$ cat config.mk
export PLATFORM = sky130hd
export DESIGN_NAME = lpm_seq
export DESIGN_NICKNAME = d
export VERILOG_FILES = /design/src/rtl/lpm_pkg.sv /design/src/rtl/lpm_wake_filter.sv /design/src/rtl/lpm_fsm.sv /design/src/rtl/lpm_clk_sel.sv /design/src/rtl/lpm_seq.sv
export SDC_FILE = /design/constraint.sdc
export NUM_CORES = 1
export LEC_CHECK = 0
export ABC_AREA = 1
export BUFFER_PORTS_ARGS = -buffer_cell sky130_fd_sc_hd__clkbuf_2
export CELL_PAD_IN_SITES_DETAIL_PLACEMENT = 0
export CELL_PAD_IN_SITES_GLOBAL_PLACEMENT = 1
export CORE_ASPECT_RATIO = 0.75
export CORE_MARGIN = 2
export CORE_UTILIZATION = 27
export CTS_CLUSTER_DIAMETER = 60
export DETAILED_ROUTE_END_ITERATION = 8
export PLACE_DENSITY = 0.65
export SLEW_MARGIN = 10
export SYNTH_ARGS = -nofsm -noshare
export SYNTH_HDL_FRONTEND = slang
export SYNTH_HIERARCHICAL = 1
export SYNTH_SLANG_ARGS = --single-unit
$ cat constraint.sdc
create_clock -name clk -period 1.9 [get_ports clk]
set_clock_uncertainty 0.05 [all_clocks]
set_input_delay 0.19 -clock clk [delete_from_list [all_inputs] [get_ports clk]]
set_output_delay 0.19 -clock clk [all_outputs]
set_load 0.005 [all_outputs]
$ cat src/rtl/lpm_pkg.sv
package lpm_pkg;
    typedef enum logic [3:0] {
        ST_RUN      = 4'd0,
        ST_LPRUN    = 4'd1,
        ST_SLEEP    = 4'd2,
        ST_LPSLEEP  = 4'd3,
        ST_STOP0    = 4'd4,
        ST_STOP1    = 4'd5,
        ST_STOP2    = 4'd6,
        ST_STANDBY  = 4'd7,
        ST_SHUTDOWN = 4'd8,
        ST_STOPWAKE = 4'd9,
        ST_RSTSEQ   = 4'd10
    } lpm_state_e;

    localparam logic [3:0] REQ_RUN      = 4'd0;
    localparam logic [3:0] REQ_LPRUN    = 4'd1;
    localparam logic [3:0] REQ_SLEEP    = 4'd2;
    localparam logic [3:0] REQ_LPSLEEP  = 4'd3;
    localparam logic [3:0] REQ_STOP0    = 4'd4;
    localparam logic [3:0] REQ_STOP1    = 4'd5;
    localparam logic [3:0] REQ_STOP2    = 4'd6;
    localparam logic [3:0] REQ_STANDBY  = 4'd7;
    localparam logic [3:0] REQ_SHUTDOWN = 4'd8;

    localparam logic CK_MULTI   = 1'b0;
    localparam logic CK_FIXED16 = 1'b1;
endpackage

$ cat src/rtl/lpm_wake_filter.sv
module lpm_wake_filter
    import lpm_pkg::*;
(
    input  logic       clk,
    input  logic       rst_n,
    input  lpm_state_e state_q,
    input  logic       wk_irq,
    input  logic       wk_evt,
    input  logic       wk_pin,
    input  logic       wk_rst_pin,
    input  logic       wk_rtc,
    input  logic       wk_wdg,
    input  logic       cfg_pin_rise,
    output logic       wake_hit
);
    logic pin_q;
    logic pin_edge;

    always_ff @(posedge clk or negedge rst_n) begin
        if (!rst_n) pin_q <= 1'b0;
        else        pin_q <= wk_pin;
    end

    assign pin_edge = cfg_pin_rise ? (wk_pin & ~pin_q) : (~wk_pin & pin_q);

    // Each mode listens only to its own wake set
    always_comb begin
        unique case (state_q)
            ST_SLEEP, ST_LPSLEEP:         wake_hit = wk_irq | wk_evt;
            ST_STOP0, ST_STOP1, ST_STOP2: wake_hit = wk_irq | wk_evt | wk_rtc;
            ST_STANDBY:                   wake_hit = wk_rst_pin | wk_wdg | pin_edge | wk_rtc;
            ST_SHUTDOWN:                  wake_hit = wk_rst_pin | pin_edge | wk_rtc;
            default:                      wake_hit = 1'b0;
        endcase
    end
endmodule

$ cat src/rtl/lpm_fsm.sv
module lpm_fsm
    import lpm_pkg::*;
#(
    parameter int STOP_WAKE_CYC = 4,
    parameter int RST_CYC       = 8
) (
    input  logic       clk,
    input  logic       rst_n,
    input  logic       mode_enter,
    input  logic [3:0] mode_req,
    input  logic       wake_hit,
    input  logic       cfg_ret_bank,
    output lpm_state_e state_q,
    output lpm_state_e state_d,
    output logic       main_reg_en,
    output logic       lp_reg_en,
    output logic       hs_osc_en,
    output logic       ls_osc_en,
    output logic       cpu_clk_en,
    output logic       ret_bank_en,
    output logic       core_lowleak,
    output logic       core_rst_n
);
    localparam int MAX_CYC = (STOP_WAKE_CYC > RST_CYC) ? STOP_WAKE_CYC : RST_CYC;
    localparam int CNT_W   = (MAX_CYC > 1) ? $clog2(MAX_CYC) : 1;

    logic [CNT_W-1:0] cnt_q, cnt_d;

    always_comb begin
        state_d = state_q;
        cnt_d   = cnt_q;
        unique case (state_q)
            ST_RUN: begin
                if (mode_enter) begin
                    case (mode_req)
                        REQ_LPRUN:    state_d = ST_LPRUN;
                        REQ_SLEEP:    state_d = ST_SLEEP;
                        REQ_STOP0:    state_d = ST_STOP0;
                        REQ_STOP1:    state_d = ST_STOP1;
                        REQ_STOP2:    state_d = ST_STOP2;
                        REQ_STANDBY:  state_d = ST_STANDBY;
                        REQ_SHUTDOWN: state_d = ST_SHUTDOWN;
                        default:      state_d = ST_RUN;
                    endcase
                end
            end
            ST_LPRUN: begin
                if (mode_enter) begin
                    case (mode_req)
                        REQ_RUN:      state_d = ST_RUN;
                        REQ_LPSLEEP:  state_d = ST_LPSLEEP;
                        REQ_STOP1:    state_d = ST_STOP1;
                        REQ_STOP2:    state_d = ST_STOP2;
                        REQ_STANDBY:  state_d = ST_STANDBY;
                        REQ_SHUTDOWN: state_d = ST_SHUTDOWN;
                        default:      state_d = ST_LPRUN;
                    endcase
                end
            end
            ST_SLEEP:   if (wake_hit) state_d = ST_RUN;
            ST_LPSLEEP: if (wake_hit) state_d = ST_LPRUN;
            ST_STOP0, ST_STOP1, ST_STOP2: begin
                if (wake_hit) begin
                    state_d = ST_STOPWAKE;
                    cnt_d   = CNT_W'(STOP_WAKE_CYC - 1);
                end
            end
            ST_STANDBY, ST_SHUTDOWN: begin
                if (wake_hit) begin
                    state_d = ST_RSTSEQ;
                    cnt_d   = CNT_W'(RST_CYC - 1);
                end
            end
            ST_STOPWAKE, ST_RSTSEQ: begin
                if (cnt_q == '0) state_d = ST_RUN;
                else             cnt_d   = cnt_q - 1'b1;
            end
            default: state_d = ST_RUN;
        endcase
    end

    always_ff @(posedge clk or negedge rst_n) begin
        if (!rst_n) begin
            state_q <= ST_RUN;
            cnt_q   <= '0;
        end else begin
            state_q <= state_d;
            cnt_q   <= cnt_d;
        end
    end

    // Moore outputs: supply and clock plan per state
    always_comb begin
        main_reg_en  = 1'b0;
        lp_reg_en    = 1'b0;
        hs_osc_en    = 1'b0;
        ls_osc_en    = 1'b1;
        cpu_clk_en   = 1'b0;
        ret_bank_en  = 1'b0;
        core_lowleak = 1'b0;
        core_rst_n   = 1'b1;
        unique case (state_q)
            ST_RUN:      begin main_reg_en = 1'b1; hs_osc_en = 1'b1; cpu_clk_en = 1'b1; end
            ST_LPRUN:    begin lp_reg_en = 1'b1;   hs_osc_en = 1'b1; cpu_clk_en = 1'b1; end
            ST_SLEEP:    begin main_reg_en = 1'b1; hs_osc_en = 1'b1; end
            ST_LPSLEEP:  begin lp_reg_en = 1'b1;   hs_osc_en = 1'b1; end
            ST_STOP0:    main_reg_en = 1'b1;
            ST_STOP1:    lp_reg_en = 1'b1;
            ST_STOP2:    begin lp_reg_en = 1'b1; core_lowleak = 1'b1; end
            ST_STANDBY:  begin lp_reg_en = cfg_ret_bank; ret_bank_en = cfg_ret_bank; end
            ST_SHUTDOWN: ls_osc_en = 1'b0;
            ST_STOPWAKE: begin main_reg_en = 1'b1; hs_osc_en = 1'b1; end
            ST_RSTSEQ:   begin main_reg_en = 1'b1; hs_osc_en = 1'b1; core_rst_n = 1'b0; end
            default:     begin main_reg_en = 1'b1; hs_osc_en = 1'b1; end
        endcase
    end
endmodule

$ cat src/rtl/lpm_clk_sel.sv
module lpm_clk_sel
    import lpm_pkg::*;
#(
    parameter int MHZ_W          = 7,
    parameter int RESET_MHZ      = 4,
    parameter int STOP_MULTI_MHZ = 48,
    parameter int FIXED16_MHZ    = 16,
    parameter int STBY_WAKE_MHZ  = 8,
    parameter int SHDN_WAKE_MHZ  = 4,
    parameter int LPRUN_CAP_MHZ  = 2,
    parameter int SLOW_CAP_MHZ   = 26
) (
    input  logic             clk,
    input  logic             rst_n,
    input  lpm_state_e       state_q,
    input  lpm_state_e       state_d,
    input  logic             cfg_stop_fixed16,
    input  logic             cfg_slow_range,
    output logic             clk_src,
    output logic [MHZ_W-1:0] clk_mhz
);
    localparam logic [MHZ_W-1:0] LP_CAP   = MHZ_W'(LPRUN_CAP_MHZ);
    localparam logic [MHZ_W-1:0] SLOW_CAP = MHZ_W'(SLOW_CAP_MHZ);

    logic             base_src;
    logic [MHZ_W-1:0] base_mhz;
    logic             wake_from_stop;

    assign wake_from_stop = (state_d == ST_STOPWAKE) && (state_q != ST_STOPWAKE);

    // Clock selection is latched on the wake transition
    always_ff @(posedge clk or negedge rst_n) begin
        if (!rst_n) begin
            base_src <= CK_MULTI;
            base_mhz <= MHZ_W'(RESET_MHZ);
        end else if (wake_from_stop) begin
            base_src <= cfg_stop_fixed16 ? CK_FIXED16 : CK_MULTI;
            base_mhz <= cfg_stop_fixed16 ? MHZ_W'(FIXED16_MHZ) : MHZ_W'(STOP_MULTI_MHZ);
        end else if (state_q == ST_STANDBY && state_d == ST_RSTSEQ) begin
            base_src <= CK_MULTI;
            base_mhz <= MHZ_W'(STBY_WAKE_MHZ);
        end else if (state_q == ST_SHUTDOWN && state_d == ST_RSTSEQ) begin
            base_src <= CK_MULTI;
            base_mhz <= MHZ_W'(SHDN_WAKE_MHZ);
        end
    end

    assign clk_src = base_src;

    always_comb begin
        unique case (state_q)
            ST_LPRUN, ST_LPSLEEP:
                clk_mhz = (base_mhz > LP_CAP) ? LP_CAP : base_mhz;
            ST_RUN, ST_SLEEP, ST_STOPWAKE, ST_RSTSEQ:
                clk_mhz = (cfg_slow_range && base_mhz > SLOW_CAP) ? SLOW_CAP : base_mhz;
            default:
                clk_mhz = '0;
        endcase
    end
endmodule

$ cat src/rtl/lpm_seq.sv
module lpm_seq
    import lpm_pkg::*;
#(
    parameter int STOP_WAKE_CYC  = 4,
    parameter int RST_CYC        = 8,
    parameter int MHZ_W          = 7,
    parameter int RESET_MHZ      = 4,
    parameter int STOP_MULTI_MHZ = 48,
    parameter int FIXED16_MHZ    = 16,
    parameter int STBY_WAKE_MHZ  = 8,
    parameter int SHDN_WAKE_MHZ  = 4,
    parameter int LPRUN_CAP_MHZ  = 2,
    parameter int SLOW_CAP_MHZ   = 26
) (
    input  logic             clk,
    input  logic             rst_n,
    input  logic             mode_enter,
    input  logic [3:0]       mode_req,
    input  logic             wk_irq,
    input  logic             wk_evt,
    input  logic             wk_pin,
    input  logic             wk_rst_pin,
    input  logic             wk_rtc,
    input  logic             wk_wdg,
    input  logic             cfg_pin_rise,
    input  logic             cfg_ret_bank,
    input  logic             cfg_stop_fixed16,
    input  logic             cfg_slow_range,
    output logic             main_reg_en,
    output logic             lp_reg_en,
    output logic             hs_osc_en,
    output logic             ls_osc_en,
    output logic             cpu_clk_en,
    output logic             ret_bank_en,
    output logic             core_lowleak,
    output logic             core_rst_n,
    output logic             clk_src,
    output logic [MHZ_W-1:0] clk_mhz
);
    lpm_state_e state_q, state_d;
    logic       wake_hit;

    lpm_wake_filter u_wake (
        .clk          (clk),
        .rst_n        (rst_n),
        .state_q      (state_q),
        .wk_irq       (wk_irq),
        .wk_evt       (wk_evt),
        .wk_pin       (wk_pin),
        .wk_rst_pin   (wk_rst_pin),
        .wk_rtc       (wk_rtc),
        .wk_wdg       (wk_wdg),
        .cfg_pin_rise (cfg_pin_rise),
        .wake_hit     (wake_hit)
    );

    lpm_fsm #(
        .STOP_WAKE_CYC (STOP_WAKE_CYC),
        .RST_CYC       (RST_CYC)
    ) u_fsm (
        .clk          (clk),
        .rst_n        (rst_n),
        .mode_enter   (mode_enter),
        .mode_req     (mode_req),
        .wake_hit     (wake_hit),
        .cfg_ret_bank (cfg_ret_bank),
        .state_q      (state_q),
        .state_d      (state_d),
        .main_reg_en  (main_reg_en),
        .lp_reg_en    (lp_reg_en),
        .hs_osc_en    (hs_osc_en),
        .ls_osc_en    (ls_osc_en),
        .cpu_clk_en   (cpu_clk_en),
        .ret_bank_en  (ret_bank_en),
        .core_lowleak (core_lowleak),
        .core_rst_n   (core_rst_n)
    );

    lpm_clk_sel #(
        .MHZ_W          (MHZ_W),
        .RESET_MHZ      (RESET_MHZ),
        .STOP_MULTI_MHZ (STOP_MULTI_MHZ),
        .FIXED16_MHZ    (FIXED16_MHZ),
        .STBY_WAKE_MHZ  (STBY_WAKE_MHZ),
        .SHDN_WAKE_MHZ  (SHDN_WAKE_MHZ),
        .LPRUN_CAP_MHZ  (LPRUN_CAP_MHZ),
        .SLOW_CAP_MHZ   (SLOW_CAP_MHZ)
    ) u_clk (
        .clk              (clk),
        .rst_n            (rst_n),
        .state_q          (state_q),
        .state_d          (state_d),
        .cfg_stop_fixed16 (cfg_stop_fixed16),
        .cfg_slow_range   (cfg_slow_range),
        .clk_src          (clk_src),
        .clk_mhz          (clk_mhz)
    );
endmodule

; Word-level counts from Yosys, hierarchy flattened
; Cells that the tools add are included.
[classes]
eq_ne = 24
n_reduce_logical = 20
bitwise = 11
muxes = 35
order_cmp = 2
add_sub_neg = 1
[ops]
columns = operator, count
row1 = $pmux 4 s7, 2
row2 = $mux 7, 5
row3 = $eq 4x3->1 const B, 8
row4 = $mux 4, 7
row5 = $eq 4x4->1 const B, 6
row6 = $pmux 4 s6, 1
row7 = $eq 4x2->1 const B, 4
row8 = $pmux 7 s2, 1
row9 = $mux 1, 12
row10 = $reduce_or 2->1, 5
row11 = $mux 3, 3
row12 = $pmux 3 s3, 1
row13 = $eq 4x1->1 const B, 2
row14 = $logic_not 4->1, 2
row15 = $reduce_or 4->1, 2
row16 = $gt 7x2->1 const B, 1
row17 = $gt 7x5->1 const B, 1
row18 = $or 1x1->1, 7
row19 = $mux 6, 1
row20 = $reduce_bool 3->1, 2
row21 = $reduce_or 6->1, 1
row22 = $reduce_or 5->1, 1
row23 = $logic_and 1x1->1, 4
row24 = $ne 2x1->1 const B, 2
row25 = other kinds (10), 12
[word_totals]
ff_bits = 16
output_inout_bits = 16
word_cells = 98
inputBits = 17

; Logic depth before layout (Yosys ltp)
[depth]
word_depth = 13
ltp_mapped = 21

; Cells and area by module
; Netlist, hierarchy kept.
[modules_own_cells]
columns = module, n_inst, area_per_inst_um2, cells_each
row1 = lpm_fsm, 1, 716.9, 121
row2 = lpm_clk_sel, 1, 412.9, 64
row3 = lpm_wake_filter, 1, 136.4, 27

; Worst setup path before layout
; Ideal clock, no wire load.
[synth_path]
path_type = flip-flop to flip-flop
startpoint = register u_fsm.state_q[0]
endpoint = register u_clk.base_mhz[5]
arrival_time_ns = 1.900
t_required_ns = 1.732
slack_ns = -0.168
path_buffers = 0
path_stages_with_launch = 20
path_cell_list = dfrtp_1 -> a21oi_2 -> nor2_1 -> nand2_1 -> nand2_1 -> nand2_1 -> nand2_1 -> nand2_1 -> inv_1 -> nand2_1 -> nand2_1 -> o211ai_1 -> a21oi_1 -> nand2_1 -> inv_1 -> nand2_1 -> nor2_2 -> nand2_2 -> nand4_1 -> nand2_1
[synth_between]
elab_chain_cells = 9
[synth_lines]
columns = item, line
row1 = from (decl), lpm_fsm.sv:13  ; output lpm_state_e state_q,
row2 = from (signal assigned), lpm_fsm.sv:87  ; state_q <= state_d;
row3 = $eq 4x3->1 or $eq 4x2->1 (tied branches), lpm_wake_filter.sv:28  ; unique case (state_q)
row4 = $reduce_or 3->1 or $reduce_or 2->1 (tied branches), lpm_wake_filter.sv:28
row5 = $pmux 1 s4 (*), lpm_wake_filter.sv:28
row6 = named net wake_hit, lpm_seq.sv:41  ; logic wake_hit;
row7 = "$mux 4, on equally long branches", --
row8 = $pmux 4 s7 (*), lpm_fsm.sv:32  ; unique case (state_q)
row9 = named net state_d[0], lpm_seq.sv:40  ; lpm_state_e state_q, state_d;
row10 = $eq 4x4->1, "lpm_clk_sel.sv:39, lpm_clk_sel.sv:42"
row11 = $logic_and 1x1->1, lpm_clk_sel.sv:39  ; end else if (state_q == ST_STANDBY && state_d == ST_RSTSEQ) begin
row12 = $mux 7, lpm_clk_sel.sv:39
row13 = $mux 7, lpm_clk_sel.sv:36  ; end else if (wake_from_stop) begin
row14 = to (signal assigned), lpm_clk_sel.sv:38  ; base_mhz <= cfg_stop_fixed16 ? MHZ_W'(FIXED16_MHZ) : MHZ_W'(STOP_MULTI_MHZ);
row15 = to (signal assigned), lpm_clk_sel.sv:41  ; base_mhz <= MHZ_W'(STBY_WAKE_MHZ);
row16 = to (signal assigned), lpm_clk_sel.sv:44  ; base_mhz <= MHZ_W'(SHDN_WAKE_MHZ);
row17 = to (decl), lpm_clk_sel.sv:26  ; logic [MHZ_W-1:0] base_mhz;
; The timed path passes the listed nets; every way through them passes the cells marked *.
; A chain may end at the register's enable or synchronous reset.

; Worst setup path after layout
[layout_path]
startpoint = register u_fsm.state_q[2]
endpoint = register u_clk.base_src (netlist: u_clk/clk_src)
[layout_between]
elab_chain_cells = 9
[layout_lines]
columns = item, line
row1 = $eq 4x3->1 or $eq 4x2->1 (tied branches), lpm_wake_filter.sv:28
row2 = $reduce_or 3->1 or $reduce_or 2->1 (tied branches), lpm_wake_filter.sv:28
row3 = $pmux 1 s4 (*), lpm_wake_filter.sv:28
row4 = named net wake_hit, lpm_seq.sv:41
row5 = "$mux 4, on equally long branches", --
row6 = $pmux 4 s7 (*), lpm_fsm.sv:32
row7 = named net state_d[0], lpm_seq.sv:40
row8 = $eq 4x4->1, "lpm_clk_sel.sv:39, lpm_clk_sel.sv:42"
row9 = $logic_and 1x1->1, lpm_clk_sel.sv:39
row10 = $mux 1, lpm_clk_sel.sv:39
row11 = $mux 1, lpm_clk_sel.sv:36
row12 = to (signal assigned), lpm_clk_sel.sv:37  ; base_src <= cfg_stop_fixed16 ? CK_FIXED16 : CK_MULTI;
row13 = to (decl), lpm_clk_sel.sv:25  ; logic base_src;
; Marks and branches as above.

==> flow_summary.json <==
{
  "avgSynthCellArea_um2": 5.973,
  "die_y_um": 63.31,
  "timing.rr.start": "u_fsm/state_q[2]",
  "ys_warn_count": 6,
  "ir_drop_uv": 462.9,
  "crit_chain": "inv_2, a21oi_2, nor2_1, nand2_1, nand2_1, nand2_1, nand2_1, nand2_2, inv_2, nand2_1, nand2_1, o211ai_1, a21oi_1, nand2_1, buf_4, nand2_1, nor2_2, nand2_2, inv_1, nand2_1, nand2_1",
  "num_rows": 21,
  "post_drt_wl_per_cell_um": 10.32,
  "synth_top_area_share_pct": 23.72,
  "setup.worst_path.start": "u_fsm/state_q[2]",
  "critPathLaunchType": "flop",
  "setup.worst_path.class": "flop to flop",
  "synth_area_leaders": "dfrtp_1 (24%), nand2_1 (18%), inv_1 (9.2%)",
  "arrival_ns": 2.19,
  "ys_ff_latch": 13,
  "nNetsFinal": 304,
  "min_from": "cfg_stop_fixed16",
  "crit_path_max_fanout": 6,
  "worst_path_largest_cell_delay_ns": 0.41,
  "path_common_cell": "nand2_1",
  "port_buffers": 30,
  "rr_endpoint": "u_clk/clk_src",
  "drt_first_pass_iters": 4,
  "diodes": 0,
  "hold_class": "primary input to flop",
  "hold_viol": 0,
  "place_congestion": 0.7838,
  "path_buf_inv": 4,
  "power_density_nw_per_um2": 1585,
  "ant_nets": 0,
  "yosysMostFrequentCell": "nand2_1",
  "drc": 0,
  "drive_gt1_share_pct": 41.20,
  "crit_family": "simple AND/OR/NAND/NOR gates",
  "busiest_layer": "met1",
  "grtUsageMet2_pct": 19.25,
  "drt-initial-drc-count": 66,
  "grtUsageMet3_pct": 3.145,
  "initial_core_util_pct": 28.18,
  "synth_common_cells": "nand2_1 (61), inv_1 (31), nor2_1 (25)",
  "rsz0062_at_grt": "true",
  "path_depth": 21,
  "clock.fmax_ghz": 0.4740,
  "via_count": 1483,
  "synth_top_cell_by_area": "dfrtp_1",
  "synth_enable_flop_cells": 0,
  "r2r_slack_ns": -0.21,
  "area_growth_syn_to_layout_pct": 49.11,
  "clock_sinks": 13,
  "cp-endpoint": "u_clk/clk_src",
  "status": "finished with violations",
  "fin_crit_ns": 2.110,
  "violations": "setup timing",
  "fin_ws_ns": -0.2097,
  "syn_area_um2": 1266,
  "avgViaCountPerCell": 4.349,
  "min_period_over_period_pct": 111.0,
  "overflow": 0,
  "grt_pass1_vias": 1320,
  "io_pins": 33,
  "grt_max_degree": 14,
  "place_ws_ns": -0.2248,
  "worst_ep_required_time_ns": 1.98,
  "dieWidth_um": 83.08,
  "dieArea_um2": 5259,
  "worst_setup_path_end_kind": "flop",
  "post-route-util_pct": 42.02,
  "synth_ff_type": "dfrtp_1",
  "cts_inserted_buffers": 3,
  "cts_tree": "yes",
  "drv_cap": 0,
  "antenna_found_initial": 0,
  "routed_wl_um": 3518,
  "finalSetupViolations": 6,
  "clock_latency_ns": 0.24,
  "coreArea_um2": 4493,
  "grt_pass1_wl_um": 5982,
  "ff2ff_path_depth": 21,
  "ys_seq_area_share_pct": 25.79,
  "clk_pin_slew_worst_paths_ns": 0.06,
  "fillers": 502,
  "hpwl_um": 2759,
  "cellLeakagePower_nw": 1.041,
  "maxSlewViolCount": 0,
  "grt_use_total_pct": 13.51,
  "synthDistinctLibCells": 28,
  "async_flop_share_pct": 100.0,
  "cts_buffer_depth": 2,
  "htree_levels": 1,
  "syn-instance-count": 212,
  "slowest_stage": "dfrtp_2",
  "ctsRootBufferMaster": "clkbuf_8",
  "use_met1_pct": 21.38
}
tightest hold or removal path: stages:
cell and delay (ns):
clkbuf_2 0.08, nand2_1 0.05, nand2_1 0.06
report_power, final:
part           internal, W  switching, W  total (W)
Sequential        0.000400     0.0000861   0.000486
Clock             0.000148      0.000104   0.000253
Combinational      0.00106       0.00119    0.00225
Total              0.00161       0.00138    0.00299
cells in the final DEF, fill, tap and decap left out, types with 2 or more instances in the layout:
cell type  Yosys  final
nand2_1       61     56
buf_4          2     34
clkbuf_2       0     30
inv_1         31     29
nor2_1        25     22
nand3_1       21     21
nand2_2        8     12
inv_2          8     11
dfrtp_1       12      8
nor2_2         6      6
o21ai_1        5      6
nand4_1        5      5
buf_6          0      4
nor2_4         1      4
a21oi_2        3      4
o21ai_0        5      4
dfrtp_2        0      4
clkbuf_8       0      3
o211ai_1       3      3
a21oi_1        3      2
conb_1         1      2
ha_1           2      2
registers in the layout, indices dropped and copies added (netlist names):
register        count
u_fsm/cnt_q         3
u_clk/clk_src       1
u_clk/base_mhz      4
u_wake/pin_q        1
u_fsm/state_q       4
cell type report:
class	count	area, µm²	area share, %
repair buffers	69	460.4	24.39
inverters	40	150.1	7.952
multi-input cells	158	829.5	43.94
well taps	57	71.32	3.777
clock buffers	4	45.04	2.386
flip-flops and latches	13	331.6	17.56
layer usage:
layer  share of wire (%)  up-vias
li1                    -      808
met1                  53      641
met2                  41       32
met3                 4.9        2
met4                0.17        0
met5                   0        -
what timing repair did:
item,CTS,global route
setup endpoints to repair,6,11
gates resized for setup,6,15
buffers inserted,2,5
pin swaps,2,20
hold buffers,1,0
hold endpoints to repair,12,0
kinds of logic (layout without fill, tap and decap cells):
family	Yosys count	count (layout)	share of synthesized area, %
fa+ha+maj	2	2	1.976
flops	13	13	25.79
buf+inv	42	113	13.04
other cells	1	2	0.2962
compound gates	23	23	12.45
simple gates	131	131	46.44
how the worst min path moves through the flow:
stage / end / slack (ns) / cells after the start
after detailed placement: u_fsm/cnt_q[2] / 0.07 / 1
after floorplan: u_clk/base_mhz[3] / -0.16 / 0
final: u_clk/clk_src / 0.12 / 3
after global routing: u_clk/clk_src / 0.13 / 3
after CTS: u_clk/clk_src / 0.12 / 3
after global placement: u_fsm/cnt_q[2] / 0.07 / 1
stage by stage:
stage	hold WS, ns	setup TNS [ns]	cell area [µm²]	total power (W)	instances
4_1_cts	0.1173	-0.9474	1799	0.002776	336
2_1_floorplan	-0.1556	-0.2417	1276	0.001608	213
3_5_place_dp	0.07095	-1.019	1715	0.002424	329
5_1_grt	0.1297	-2.188	1888	0.003321	341
3_3_place_gp	0.06617	-1.096	1715	0.002448	329
6_report	0.1185	-0.9749	1888	0.002992	341
(Power assumes the default switching activity.)
